===== src/rtl/rbs_pkg.sv =====
package rbs_pkg;

    localparam int PIN_A = 0;
    localparam int PIN_B = 1;
    localparam int PIN_C = 2;
    localparam int PIN_D = 3;

    typedef enum logic [2:0] {
        ST_RESET    = 3'd0,
        ST_STAB     = 3'd1,
        ST_SAMPLE   = 3'd2,
        ST_BOOTWAIT = 3'd3,
        ST_RUN      = 3'd4
    } seq_state_e;

    typedef enum logic [1:0] {
        BM_NONE = 2'd0,
        BM_BYTE = 2'd1,
        BM_HOST = 2'd2
    } boot_method_e;

    typedef struct packed {
        boot_method_e method;
        logic         host_mode;
        logic         ack_od;
    } boot_cfg_t;

    function automatic boot_cfg_t decode_mode(input logic [3:0] pins);
        boot_cfg_t c;
        logic [2:0] cba;
        cba = {pins[PIN_C], pins[PIN_B], pins[PIN_A]};
        case (cba)
            3'b000:  c.method = BM_BYTE;
            3'b100:  c.method = BM_BYTE;
            3'b101:  c.method = BM_HOST;
            default: c.method = BM_NONE;
        endcase
        c.host_mode = pins[PIN_C];
        c.ack_od    = pins[PIN_D];
        return c;
    endfunction

endpackage


===== src/rtl/rbs_stab_timer.sv =====
module rbs_stab_timer #(
    parameter int LIMIT = 2000,
    parameter int CNT_W = 12
) (
    input  logic clk,
    input  logic por,
    input  logic clear,
    input  logic en,
    output logic near_done
);
    localparam logic [CNT_W-1:0] LIM_C  = CNT_W'(LIMIT);
    localparam logic [CNT_W-1:0] NEAR_C = CNT_W'(LIMIT - 1);

    logic [CNT_W-1:0] cnt_q;

    always_ff @(posedge clk) begin
        if (por || clear) begin
            cnt_q <= '0;
        end else if (en && (cnt_q != LIM_C)) begin
            cnt_q <= cnt_q + 1'b1;
        end
    end

    assign near_done = (cnt_q >= NEAR_C);
endmodule


===== src/rtl/rbs_word_counter.sv =====
module rbs_word_counter #(
    parameter int WORDS = 32
) (
    input  logic clk,
    input  logic por,
    input  logic clear,
    input  logic inc,
    output logic last
);
    localparam int WC_W = $clog2(WORDS + 1);
    localparam logic [WC_W-1:0] LAST_C = WC_W'(WORDS - 1);

    logic [WC_W-1:0] cnt_q;

    always_ff @(posedge clk) begin
        if (por || clear) begin
            cnt_q <= '0;
        end else if (inc) begin
            cnt_q <= cnt_q + 1'b1;
        end
    end

    assign last = (cnt_q == LAST_C);
endmodule


===== src/rtl/rbs_mode_latch.sv =====
module rbs_mode_latch
    import rbs_pkg::*;
(
    input  logic       clk,
    input  logic       por,
    input  logic       clear,
    input  logic       load,
    input  logic [3:0] pins,
    output boot_cfg_t  cfg,
    output logic       valid
);
    boot_cfg_t cfg_q;
    logic      valid_q;

    always_ff @(posedge clk) begin
        if (por || clear) begin
            cfg_q   <= '0;
            valid_q <= 1'b0;
        end else if (load) begin
            cfg_q   <= decode_mode(pins);
            valid_q <= 1'b1;
        end
    end

    assign cfg   = cfg_q;
    assign valid = valid_q;
endmodule


===== src/rtl/rbs_boot_sequencer.sv =====
module rbs_boot_sequencer
    import rbs_pkg::*;
#(
    parameter int STAB_CYCLES = 2000,
    parameter int CNT_W       = 12,
    parameter int BOOT_WORDS  = 32,
    parameter int ADDR_W      = 14,
    parameter int START_ADDR  = 0
) (
    input  logic              clk,
    input  logic              por,
    input  logic              sys_rst,
    input  logic [3:0]        mode_pins,
    input  logic              bus_req,
    input  logic              boot_word_done,
    input  logic              host_wr,
    input  logic [ADDR_W-1:0] host_addr,
    output logic              core_run,
    output logic [ADDR_W-1:0] start_addr,
    output logic              start_external,
    output logic              full_mem_mode,
    output logic              host_mode,
    output logic              ack_open_drain,
    output logic              boot_dma_start,
    output logic              clr_irq_mask,
    output logic              clr_stack_ptrs,
    output logic              clr_status
);
    localparam logic [ADDR_W-1:0] START_C = ADDR_W'(START_ADDR);

    seq_state_e state_q, state_d;
    logic       warm_q;
    logic       dma_q;
    logic       ext_q;

    boot_cfg_t  cfg;
    logic       cfg_valid;
    logic       tmr_near;
    logic       wc_last;

    logic       tmr_clear, tmr_en;
    logic       wc_clear, wc_inc;
    logic       latch_load;
    logic       host_hit;
    logic       leave_sample;

    assign tmr_clear  = sys_rst && (state_q != ST_RESET);
    assign tmr_en     = (state_q == ST_RESET) || (state_q == ST_STAB);
    assign wc_clear   = (state_q != ST_BOOTWAIT);
    assign wc_inc     = (state_q == ST_BOOTWAIT) && (cfg.method == BM_BYTE) && boot_word_done;
    assign latch_load = (state_q == ST_RESET) && !sys_rst;
    assign host_hit   = host_wr && (host_addr == '0);
    assign leave_sample = (state_q == ST_SAMPLE) && !bus_req && !sys_rst;

    rbs_stab_timer #(.LIMIT(STAB_CYCLES), .CNT_W(CNT_W)) u_timer (
        .clk      (clk),
        .por      (por),
        .clear    (tmr_clear),
        .en       (tmr_en),
        .near_done(tmr_near)
    );

    rbs_word_counter #(.WORDS(BOOT_WORDS)) u_words (
        .clk  (clk),
        .por  (por),
        .clear(wc_clear),
        .inc  (wc_inc),
        .last (wc_last)
    );

    rbs_mode_latch u_latch (
        .clk  (clk),
        .por  (por),
        .clear(sys_rst),
        .load (latch_load),
        .pins (mode_pins),
        .cfg  (cfg),
        .valid(cfg_valid)
    );

    always_comb begin
        state_d = state_q;
        case (state_q)
            ST_RESET: begin
                if (warm_q || tmr_near) state_d = ST_SAMPLE;
                else                    state_d = ST_STAB;
            end
            ST_STAB: begin
                if (tmr_near) state_d = ST_SAMPLE;
            end
            ST_SAMPLE: begin
                if (!bus_req) begin
                    if (cfg.method == BM_NONE) state_d = ST_RUN;
                    else                       state_d = ST_BOOTWAIT;
                end
            end
            ST_BOOTWAIT: begin
                if (cfg.method == BM_BYTE) begin
                    if (boot_word_done && wc_last) state_d = ST_RUN;
                end else if (cfg.method == BM_HOST) begin
                    if (host_hit) state_d = ST_RUN;
                end else begin
                    state_d = ST_RUN;
                end
            end
            ST_RUN:  state_d = ST_RUN;
            default: state_d = ST_RESET;
        endcase
        if (sys_rst) state_d = ST_RESET;
    end

    always_ff @(posedge clk) begin
        if (por) begin
            state_q <= ST_RESET;
            warm_q  <= 1'b0;
            dma_q   <= 1'b0;
            ext_q   <= 1'b0;
        end else begin
            state_q <= state_d;
            if (state_q == ST_SAMPLE) warm_q <= 1'b1;
            dma_q <= leave_sample && (cfg.method == BM_BYTE);
            if (sys_rst)                                 ext_q <= 1'b0;
            else if (leave_sample)                       ext_q <= (cfg.method == BM_NONE);
        end
    end

    assign core_run       = (state_q == ST_RUN);
    assign start_addr     = START_C;
    assign start_external = ext_q;
    assign full_mem_mode  = cfg_valid && !cfg.host_mode;
    assign host_mode      = cfg_valid && cfg.host_mode;
    assign ack_open_drain = cfg_valid && cfg.ack_od;
    assign boot_dma_start = dma_q;
    assign clr_irq_mask   = (state_q == ST_RESET);
    assign clr_stack_ptrs = (state_q == ST_RESET);
    assign clr_status     = (state_q == ST_RESET);
endmodule


===== config.mk =====
export PLATFORM = sky130hd
export DESIGN_NAME = rbs_boot_sequencer
export DESIGN_NICKNAME = d
export VERILOG_FILES = /design/src/rtl/rbs_pkg.sv /design/src/rtl/rbs_stab_timer.sv /design/src/rtl/rbs_word_counter.sv /design/src/rtl/rbs_mode_latch.sv /design/src/rtl/rbs_boot_sequencer.sv
export SDC_FILE = /design/constraint.sdc
export NUM_CORES = 1
export LEC_CHECK = 0
export ABC_AREA = 1
export BUFFER_PORTS_ARGS = -buffer_cell sky130_fd_sc_hd__buf_2
export CORE_MARGIN = 10
export CORE_UTILIZATION = 45
export DETAILED_ROUTE_END_ITERATION = 6
export PLACE_DENSITY = 0.71
export SLEW_MARGIN = 0
export SYNTH_ARGS = -nofsm -noshare
export SYNTH_HDL_FRONTEND = slang
export SYNTH_HIERARCHICAL = 1
export SYNTH_SLANG_ARGS = --single-unit

===== constraint.sdc =====
create_clock -name clk -period 1.8 [get_ports clk]
set_input_delay 0.27 -clock clk [delete_from_list [all_inputs] [get_ports clk]]
set_output_delay 0.27 -clock clk [all_outputs]
set_load 0.02 [all_outputs]

Yosys cells after proc, flatten, opt, wreduce, memory -nomap -nowiden:

Index checks and enable logic that the tools add are counted.

* input port bits: 24
* output and inout port bits: 23
* logic and storage cells: 67
* flip-flop bits (word level): 29

* add/subtract/negate cells: 2
* reduce and logical (&&, ||, !) cells: 29
* order comparisons: 1
* muxes and demuxes: 10
* equal/unequal tests: 15

Operators with widths (number)
* two-way mux 3 bit: 7
* one-hot mux 3 bit (5 select lines): 1
* zero test 14 bit: 1
* logical AND 1 bit: 13
* adder 12 x 1 -> 12 bit, second input constant: 1
* greater-or-equal comparator 12 x 11 -> 1 bit, second input constant: 1
* != test 12 x 11 -> 1 bit, second input constant: 1
* equality test 3 bit, second input constant: 3
* adder 6 x 1 -> 6 bit, second input constant: 1
* equality test 3 x 2 -> 1 bit, second input constant: 2
* equality test 6 x 5 -> 1 bit, second input constant: 1
* zero test 3 bit: 2
* != test 3 x 2 -> 1 bit, second input constant: 2
* logical OR 1 bit: 5
* != test 2 bit, second input constant: 2
* != test 4 bit, second input constant: 1
* one-hot mux 2 bit (2 select lines): 1
* AND reduction 4 bit: 1
* OR reduction 2 bit: 2
* equality test 3 x 1 -> 1 bit, second input constant: 1
* zero test 1 bit: 3
* nonzero test 3 bit: 1
* equality test 2 x 1 -> 1 bit, second input constant: 1
* equality test 2 bit, second input constant: 1
* other kinds (2): 2

Longest topological paths before layout:

Gate-level depths: netlist (run 1).

* depth in word-level cells: 6
* depth in mapped cells: 13
* depth with buffers taken out: 13

Cells and area by module:

Netlist (run 1), hierarchy kept.

By module, submodules not included
* rbs_stab_timer: cells an instance 119, seq. area each 240.2 um2, times used 1, area an instance 768.2 um2
* rbs_boot_sequencer: cells an instance 106, seq. area each 120.1 um2, times used 1, area an instance 613.1 um2
* rbs_word_counter: cells an instance 37, seq. area each 120.1 um2, times used 1, area an instance 269.0 um2
* rbs_mode_latch: cells an instance 25, seq. area each 100.1 um2, times used 1, area an instance 188.9 um2

Worst setup path after synthesis (run 1):

OpenSTA, ideal clock, no wires.

* path kind: reg-to-reg
* start: register u_timer.cnt_q[0]
* end: register state_q[0]
* data arrival time: 1.437 ns
* buffers on the path: 0
* library setup time: 0.109 ns
* slack: 0.254 ns
* cell stages (with the launch flop): 12
* data required time: 1.691 ns
* cell sequence: dfxtp_1 -> ha_1 -> nand3_1 -> a31o_1 -> nand2_1 -> inv_1 -> nand3_2 -> nand2_1 -> nor2_2 -> nand3_1 -> nand2_1 -> inv_1

* longest elaborated chain between the ends: 4

RTL lines
* from (decl): RTL line rbs_stab_timer.sv:14 `logic [CNT_W-1:0] cnt_q;`
* from (signal assigned): RTL line rbs_stab_timer.sv:20 `cnt_q <= cnt_q + 1'b1;`
* greater-or-equal comparator 12 x 11 -> 1 bit (*): RTL line rbs_stab_timer.sv:24 `assign near_done = (cnt_q >= NEAR_C);`
* net tmr_near: RTL line rbs_boot_sequencer.sv:38 `logic tmr_near;`
* logical OR 1 bit: RTL line rbs_boot_sequencer.sv:85 `if (warm_q || tmr_near) state_d = ST_SAMPLE;`
* two-way mux 2 bit: RTL line rbs_boot_sequencer.sv:85
* one-hot mux 3 bit (5 select lines): RTL line rbs_boot_sequencer.sv:83 `case (state_q)`
* to (signal assigned): RTL line rbs_boot_sequencer.sv:119 `state_q <= state_d;`
* to (decl): RTL line rbs_boot_sequencer.sv:31 `seq_state_e state_q, state_d;`

Mark *: on every way through the listed nets, which the timed path passes. The rest lies on a longest branch.
A chain may end at the register's enable or synchronous reset.

Final worst setup path (run 1):

* start: register u_timer.cnt_q[0]
* end: register state_q[1]

The elaborated chain is that of the path after synthesis.

==> results of run 1 <==
==> registers in the layout, summed over array words and instances, names as in the netlist <==
register	count
state_q	3
u_latch/cfg	4
boot_dma_start	1
u_timer/cnt_q	12
u_words/cnt_q	6
warm_q	1
start_external	1
u_latch/valid	1
==> power by group through the flow <==
stage | Combinational (mW) | Clock, mW | Sequential [mW]
2_1_floorplan | 0.208 | 0 | 0.691
3_3_place_gp | 0.243 | 0 | 0.697
3_5_place_dp | 0.247 | 0 | 0.698
4_1_cts | 0.248 | 0.560 | 0.684
5_1_grt | 0.283 | 0.582 | 0.687
6_report | 0.248 | 0.538 | 0.684
==> worst paths after layout <==
kind                                   end  slack, ps  cells past startpoint
worst min register to register      warm_q        460                      2
worst max-delay path            state_q[1]        200                     11
worst max register to register  state_q[1]        200                     11
worst min-delay path                warm_q        230                      2
==> logic make-up (layout without fill, tap and decap cells) <==
logic type | count (synthesis) | count (layout)
adder cells (fa/ha/maj) | 3 | 3
flip-flops | 29 | 29
AO/OA/AOI/OAI | 27 | 27
other | 1 | 14
buffers and inverters | 61 | 86
XOR/XNOR | 5 | 5
AND/OR/NAND/NOR | 161 | 161
==> cells in the final DEF, fill, tap and decap left out, types with 2 or more instances in the layout <==
cell type,count
nand2_1,67
nor2_1,47
inv_1,34
buf_2,32
dfxtp_1,29
nand3_1,15
a21oi_1,15
conb_1,14
nor2_2,12
inv_2,8
nand4_1,6
nand2_2,6
clkbuf_8,6
o21ai_0,5
buf_4,5
xor2_1,3
ha_1,3
nand3_2,2
nor2_4,2
a21oi_2,2
o21ai_1,2
xnor2_1,2
==> metal layers <==
| layer | global-route usage | up-vias |
|---|---|---|
| li1 | - | 929 |
| met1 | 0.115 | 749 |
| met2 | 0.206 | 24 |
| met3 | 0.0439 | 7 |
| met4 | 0.0426 | 0 |
| met5 | 0 | - |
==> stage by stage <==
stage / cells / setup slack, ps
after CTS: 375 / 174
final: 375 / 204
after global placement: 368 / 270
after floorplan: 300 / 254
after global routing: 375 / 6.57
after detailed placement: 368 / 190
==> layout make-up <==
type	instances	share of cell area
clock buffer	7	0.0411
inverter	42	0.0751
multi-input combinational	210	0.483
sequential	29	0.277
tap	50	0.0298
timing repair buffer	37	0.0942
==> worst max-delay path, stage by stage, from the launching register on <==
cell and delay, ps:
dfxtp_1 370, ha_1 180, nand3_1 110, a31o_1 240, nand2_1 70, inv_1 50
nand3_2 70, nand2_1 90, nor2_4 130, nand3_1 90, nand2_1 60, inv_1 30
==> out/results.ini, run 1 <==
[run_status]
status = complete, no violations

[critical_path]
worstPathRequired_ps = 1980
cp_max_fo = 4
worstSetupPathType = register to register
arrival_ps = 1780
endpoint_kind = register
cp-startpoint = u_timer/cnt_q[0]
r2r-start = u_timer/cnt_q[0]
start_kind = register

[sta]
rsz0062_at_grt = no
tns_ps = 0
clock_skew_ps = 2.76
min_period_ps = 1600
finalHoldViolCount = 0
max_clock_freq_ghz = 0.626
period_share = 0.887
holdWs_ps = 231
setup_violations = 0
slew_viol_final = 0

[global_routing]
grt_use_total = 0.114
grt_max_degree = 14
overflow = 0
grt_pass1_vias = 1697
antenna_found_initial = 0
grt_pass1_wl_mm = 6.89

[synthesis]
syn-cell-area_um2 = 1840
synth-adder-area-share = 0.0204
synth_top_area_frac = 0.316
synth_top_area_cell = dfxtp_1
ys_top_cells_by_count = 67 x nand2_1, 47 x nor2_1, 34 x inv_1, 29 x dfxtp_1, 18 x buf_4
yosys_register_bits = 29
async_reset_ff_frac = 0
synthTopCellsByArea = dfxtp_1 32%, nand2_1 14%, nor2_1 9.6%
synth_simple_gate_area_share = 0.395
synthMuxAreaShare = 0
ys_seq_area_frac = 0.316
synth-edff-count = 0
syn_inst = 287
yosysMostFrequentCell = nand2_1
synth_top_family_by_area = simple AND/OR/NAND/NOR gates
yosysUniqueCellTypes = 28
synth_xor_area_frac = 0.0238
yosysWarnings = 6
synth_ff_type = dfxtp_1
syn_avg_cell_area_um2 = 6.41
synth-compound-area-share = 0.0816

[cts]
cts_resized = 0
clockBufferDepth = 2
clk_latency_ps = 280
cts-buffers-inserted = 5
clk_pin_slew_ps = 60
clkSinkCount = 29
cts_tree = done
htreeDepth = 2
cts_setup_buffers = 0
cts_root_buf = clkbuf_8
hold_buffers = 0

[drt]
routed_via_density = 4.56
met2_wirelength_mm = 2.02
first_pass_iters = 4
avgRoutedWirePerCell_um = 10.4
drt_iter0_drc = 43
routed_wl_mm = 3.88
wl_met3_um = 159
wl_met1_mm = 1.65
antenna_left = 0
num_vias = 1709
top_layer = met4
drc = 0

[power_and_ir_drop]
switching_share = 0.285
p_total_mw = 1.47
comb_power_share = 0.169
pwr-share-clk = 0.366
power.switching_mw = 0.419
power.density_nw_per_um2 = 700
p_int_mw = 1.05
p_leak_nw = 0.958
peakVddDrop_v = 0.000389
seq_power_share = 0.465

[final_layout]
fin_util = 0.529
num-nets-final = 352
fin_area_um2 = 2100
multi_input_area_um2 = 1010
fillCellCount = 419
area_growth_pct = 14.1
diodes = 0
drive_gt1_frac = 0.237
seq_area_um2 = 581

[die]
dieHeight_um = 83.9
rows = 23
initial_core_util = 0.463
fp.dieW_um = 83.9
core-area_um2 = 3970
die-area_um2 = 7040
io_pins = 47

[min_path]
hp-class = input port to register
min_from = por

[placed_design]
place.gp.congestion = 0.818
dp_hpwl_mm = 3.18
port_buffers = 32
dpl_cell_area_um2 = 2010

[job]
maxCapViolations = 0

No activity file was read; power rests on OpenSTA's default activity.
==> run 2, diff against run 1 <==
CORE_UTILIZATION = 30   (was 45)
PLACE_DENSITY = 0.52   (was 0.71)
SKIP_CTS_REPAIR_TIMING = 1   (was default)
==> out/results.ini, run 2 (same netlist as run 1, synthesis figures left out) <==
[critical_path]
worstPathRequired_ps = 1980  ; about the same
start_kind = register  ; unchanged
crit_path_top_delay_cell = dfxtp_1  ; unchanged
path_cells = ha_1, nand3_1, a31o_1, nand2_1, inv_1, nand3_2, nand2_1, nor2_2, nand3_1, nand2_1, inv_1  ; was ha_1, nand3_1, a31o_1, nand2_1, inv_1, nand3_2, nand2_1, nor2_4, nand3_1, nand2_1, inv_1
cp_max_fo = 4  ; unchanged
endpoint_kind = register  ; unchanged
crit_top_cell = nand2_1  ; unchanged
cpPeakStageDelay_ps = 370  ; about the same
arrival_ps = 1770  ; was 1780 ps
worstSetupPathType = register to register  ; unchanged

[placed_design]
dp_hpwl_mm = 3.26  ; was 3.18 mm
post-place-ws_ps = 215  ; was 190 ps
place.gp.congestion = 0.813  ; was 0.818
dpl_cell_area_um2 = 2040  ; was 2010 µm²
port_buffers = 32  ; unchanged

[global_routing]
overflow = 0  ; unchanged
grt_pass1_vias = 1653  ; was 1,697
grt_max_degree = 14  ; unchanged
grt_pass1_wl_mm = 7.24  ; was 6.89 mm
grt_use_total = 0.0873  ; was 0.114
antenna_found_initial = 0  ; unchanged

[cts]
htreeDepth = 2  ; unchanged
clk_pin_slew_ps = 60  ; about the same
clkSinkCount = 29  ; unchanged
cts-buffers-inserted = 5  ; unchanged
cts_root_buf = clkbuf_8  ; unchanged
cts_tree = done  ; unchanged
clk_latency_ps = 280  ; about the same
clockBufferDepth = 2  ; unchanged

[die]
io_pins = 47  ; unchanged
dieHeight_um = 98.3  ; was 83.9 µm
initial_core_util = 0.311  ; was 0.463
rows = 28  ; was 23
core-area_um2 = 5920  ; was 3970 µm²
die-area_um2 = 9660  ; was 7040 µm²
fp.dieW_um = 98.3  ; was 83.9 µm

[drt]
routed_via_density = 4.18  ; was 4.56
avgRoutedWirePerCell_um = 10.1  ; was 10.4 µm
num_vias = 1670  ; was 1,709
drc = 0  ; unchanged
antenna_left = 0  ; unchanged
drt_iter0_drc = 27  ; was 43
routed_wl_mm = 4.04  ; was 3.88 mm
first_pass_iters = 4  ; unchanged

[final_layout]
fillCellCount = 670  ; was 419
multi_input_area_um2 = 1010  ; about the same
drive_gt1_frac = 0.240  ; was 0.237
largest-register = u_timer/cnt_q  ; unchanged
largest_reg_flops = 12  ; unchanged
layout_commonest_cell = nand2_1  ; unchanged
layout_common_cells = 67 x nand2_1, 46 x nor2_1, 34 x inv_1  ; was 67 x nand2_1, 47 x nor2_1, 34 x inv_1
diodes = 0  ; unchanged
num-nets-final = 352  ; unchanged
fin_area_um2 = 2130  ; was 2100 µm²
area_growth_pct = 15.7  ; was 14.1%
seq_area_um2 = 581  ; unchanged

[sta]
period_share = 0.886  ; was 0.887
finalHoldViolCount = 0  ; unchanged
max_clock_freq_ghz = 0.627  ; was 0.626 GHz
slew_viol_final = 0  ; unchanged
min_period_ps = 1590  ; was 1600 ps
tns_ps = 0  ; unchanged
setup_violations = 0  ; unchanged
clock_skew_ps = 4.69  ; was 2.76 ps
rsz0062_at_grt = no  ; unchanged
holdWs_ps = 243  ; was 231 ps
setup_ws_ps = 205  ; was 204 ps

[job]
maxCapViolations = 0  ; unchanged

[power_and_ir_drop]
p_leak_nw = 0.955  ; was 0.958 nW
peakVddDrop_v = 0.000321  ; was 0.000389 V
power.density_nw_per_um2 = 694  ; was 700 nW/µm²
p_total_mw = 1.48  ; was 1.47 mW

[run_status]
status = complete, no violations  ; unchanged

[min_path]
hp-class = input port to register  ; unchanged

[run 2: worst max-delay path: cells and delay by family, from the launching register on]
family          cells  cell delay [ps]
flops               1              370
buf+inv             2               80
fa+ha+maj           1              180
simple gates        7              620
compound gates      1              240
[run 2: per-layer routing]
| metal | track usage | vias to the layer above | part of all wire |
|---|---|---|---|
| li1 | - | 928 | - |
| met1 | 0.102 | 708 | 0.48 |
| met2 | 0.137 | 27 | 0.47 |
| met3 | 0.0352 | 7 | 0.041 |
| met4 | 0.0386 | 0 | 0.017 |
| met5 | 0 | - | 0 |
[run 2: cell type report]
type	count	area share
timing repair buffer	37	0.0929
tap	75	0.0441
inverter	42	0.0741
clock buffer	7	0.0406
multi-input combinational	210	0.476
sequential	29	0.273
[run 2: final timing paths]
kind	slack (ps)	depth (start not counted)	to	startpoint
max	210	11	state_q[1]	u_timer/cnt_q[0]
min	240	3	u_latch/cfg[0]	mode_pins[3]
max reg2reg	210	11	state_q[1]	u_timer/cnt_q[0]
min reg2reg	460	2	warm_q	warm_q
[run 2: power by group]
| group | switching (mW) | leakage [nW] | internal [mW] |
|---|---|---|---|
| combinational | 0.165 | 0.676 | 0.0871 |
| sequential | 0.0210 | 0.235 | 0.662 |
| clock | 0.238 | 0.0443 | 0.303 |
[run 2: metrics by stage]
stage,util,cells
after detailed placement,0.344,393
after global routing,0.359,400
after global placement,0.344,393
after floorplan,-,300
after CTS,0.359,400
final,0.359,400
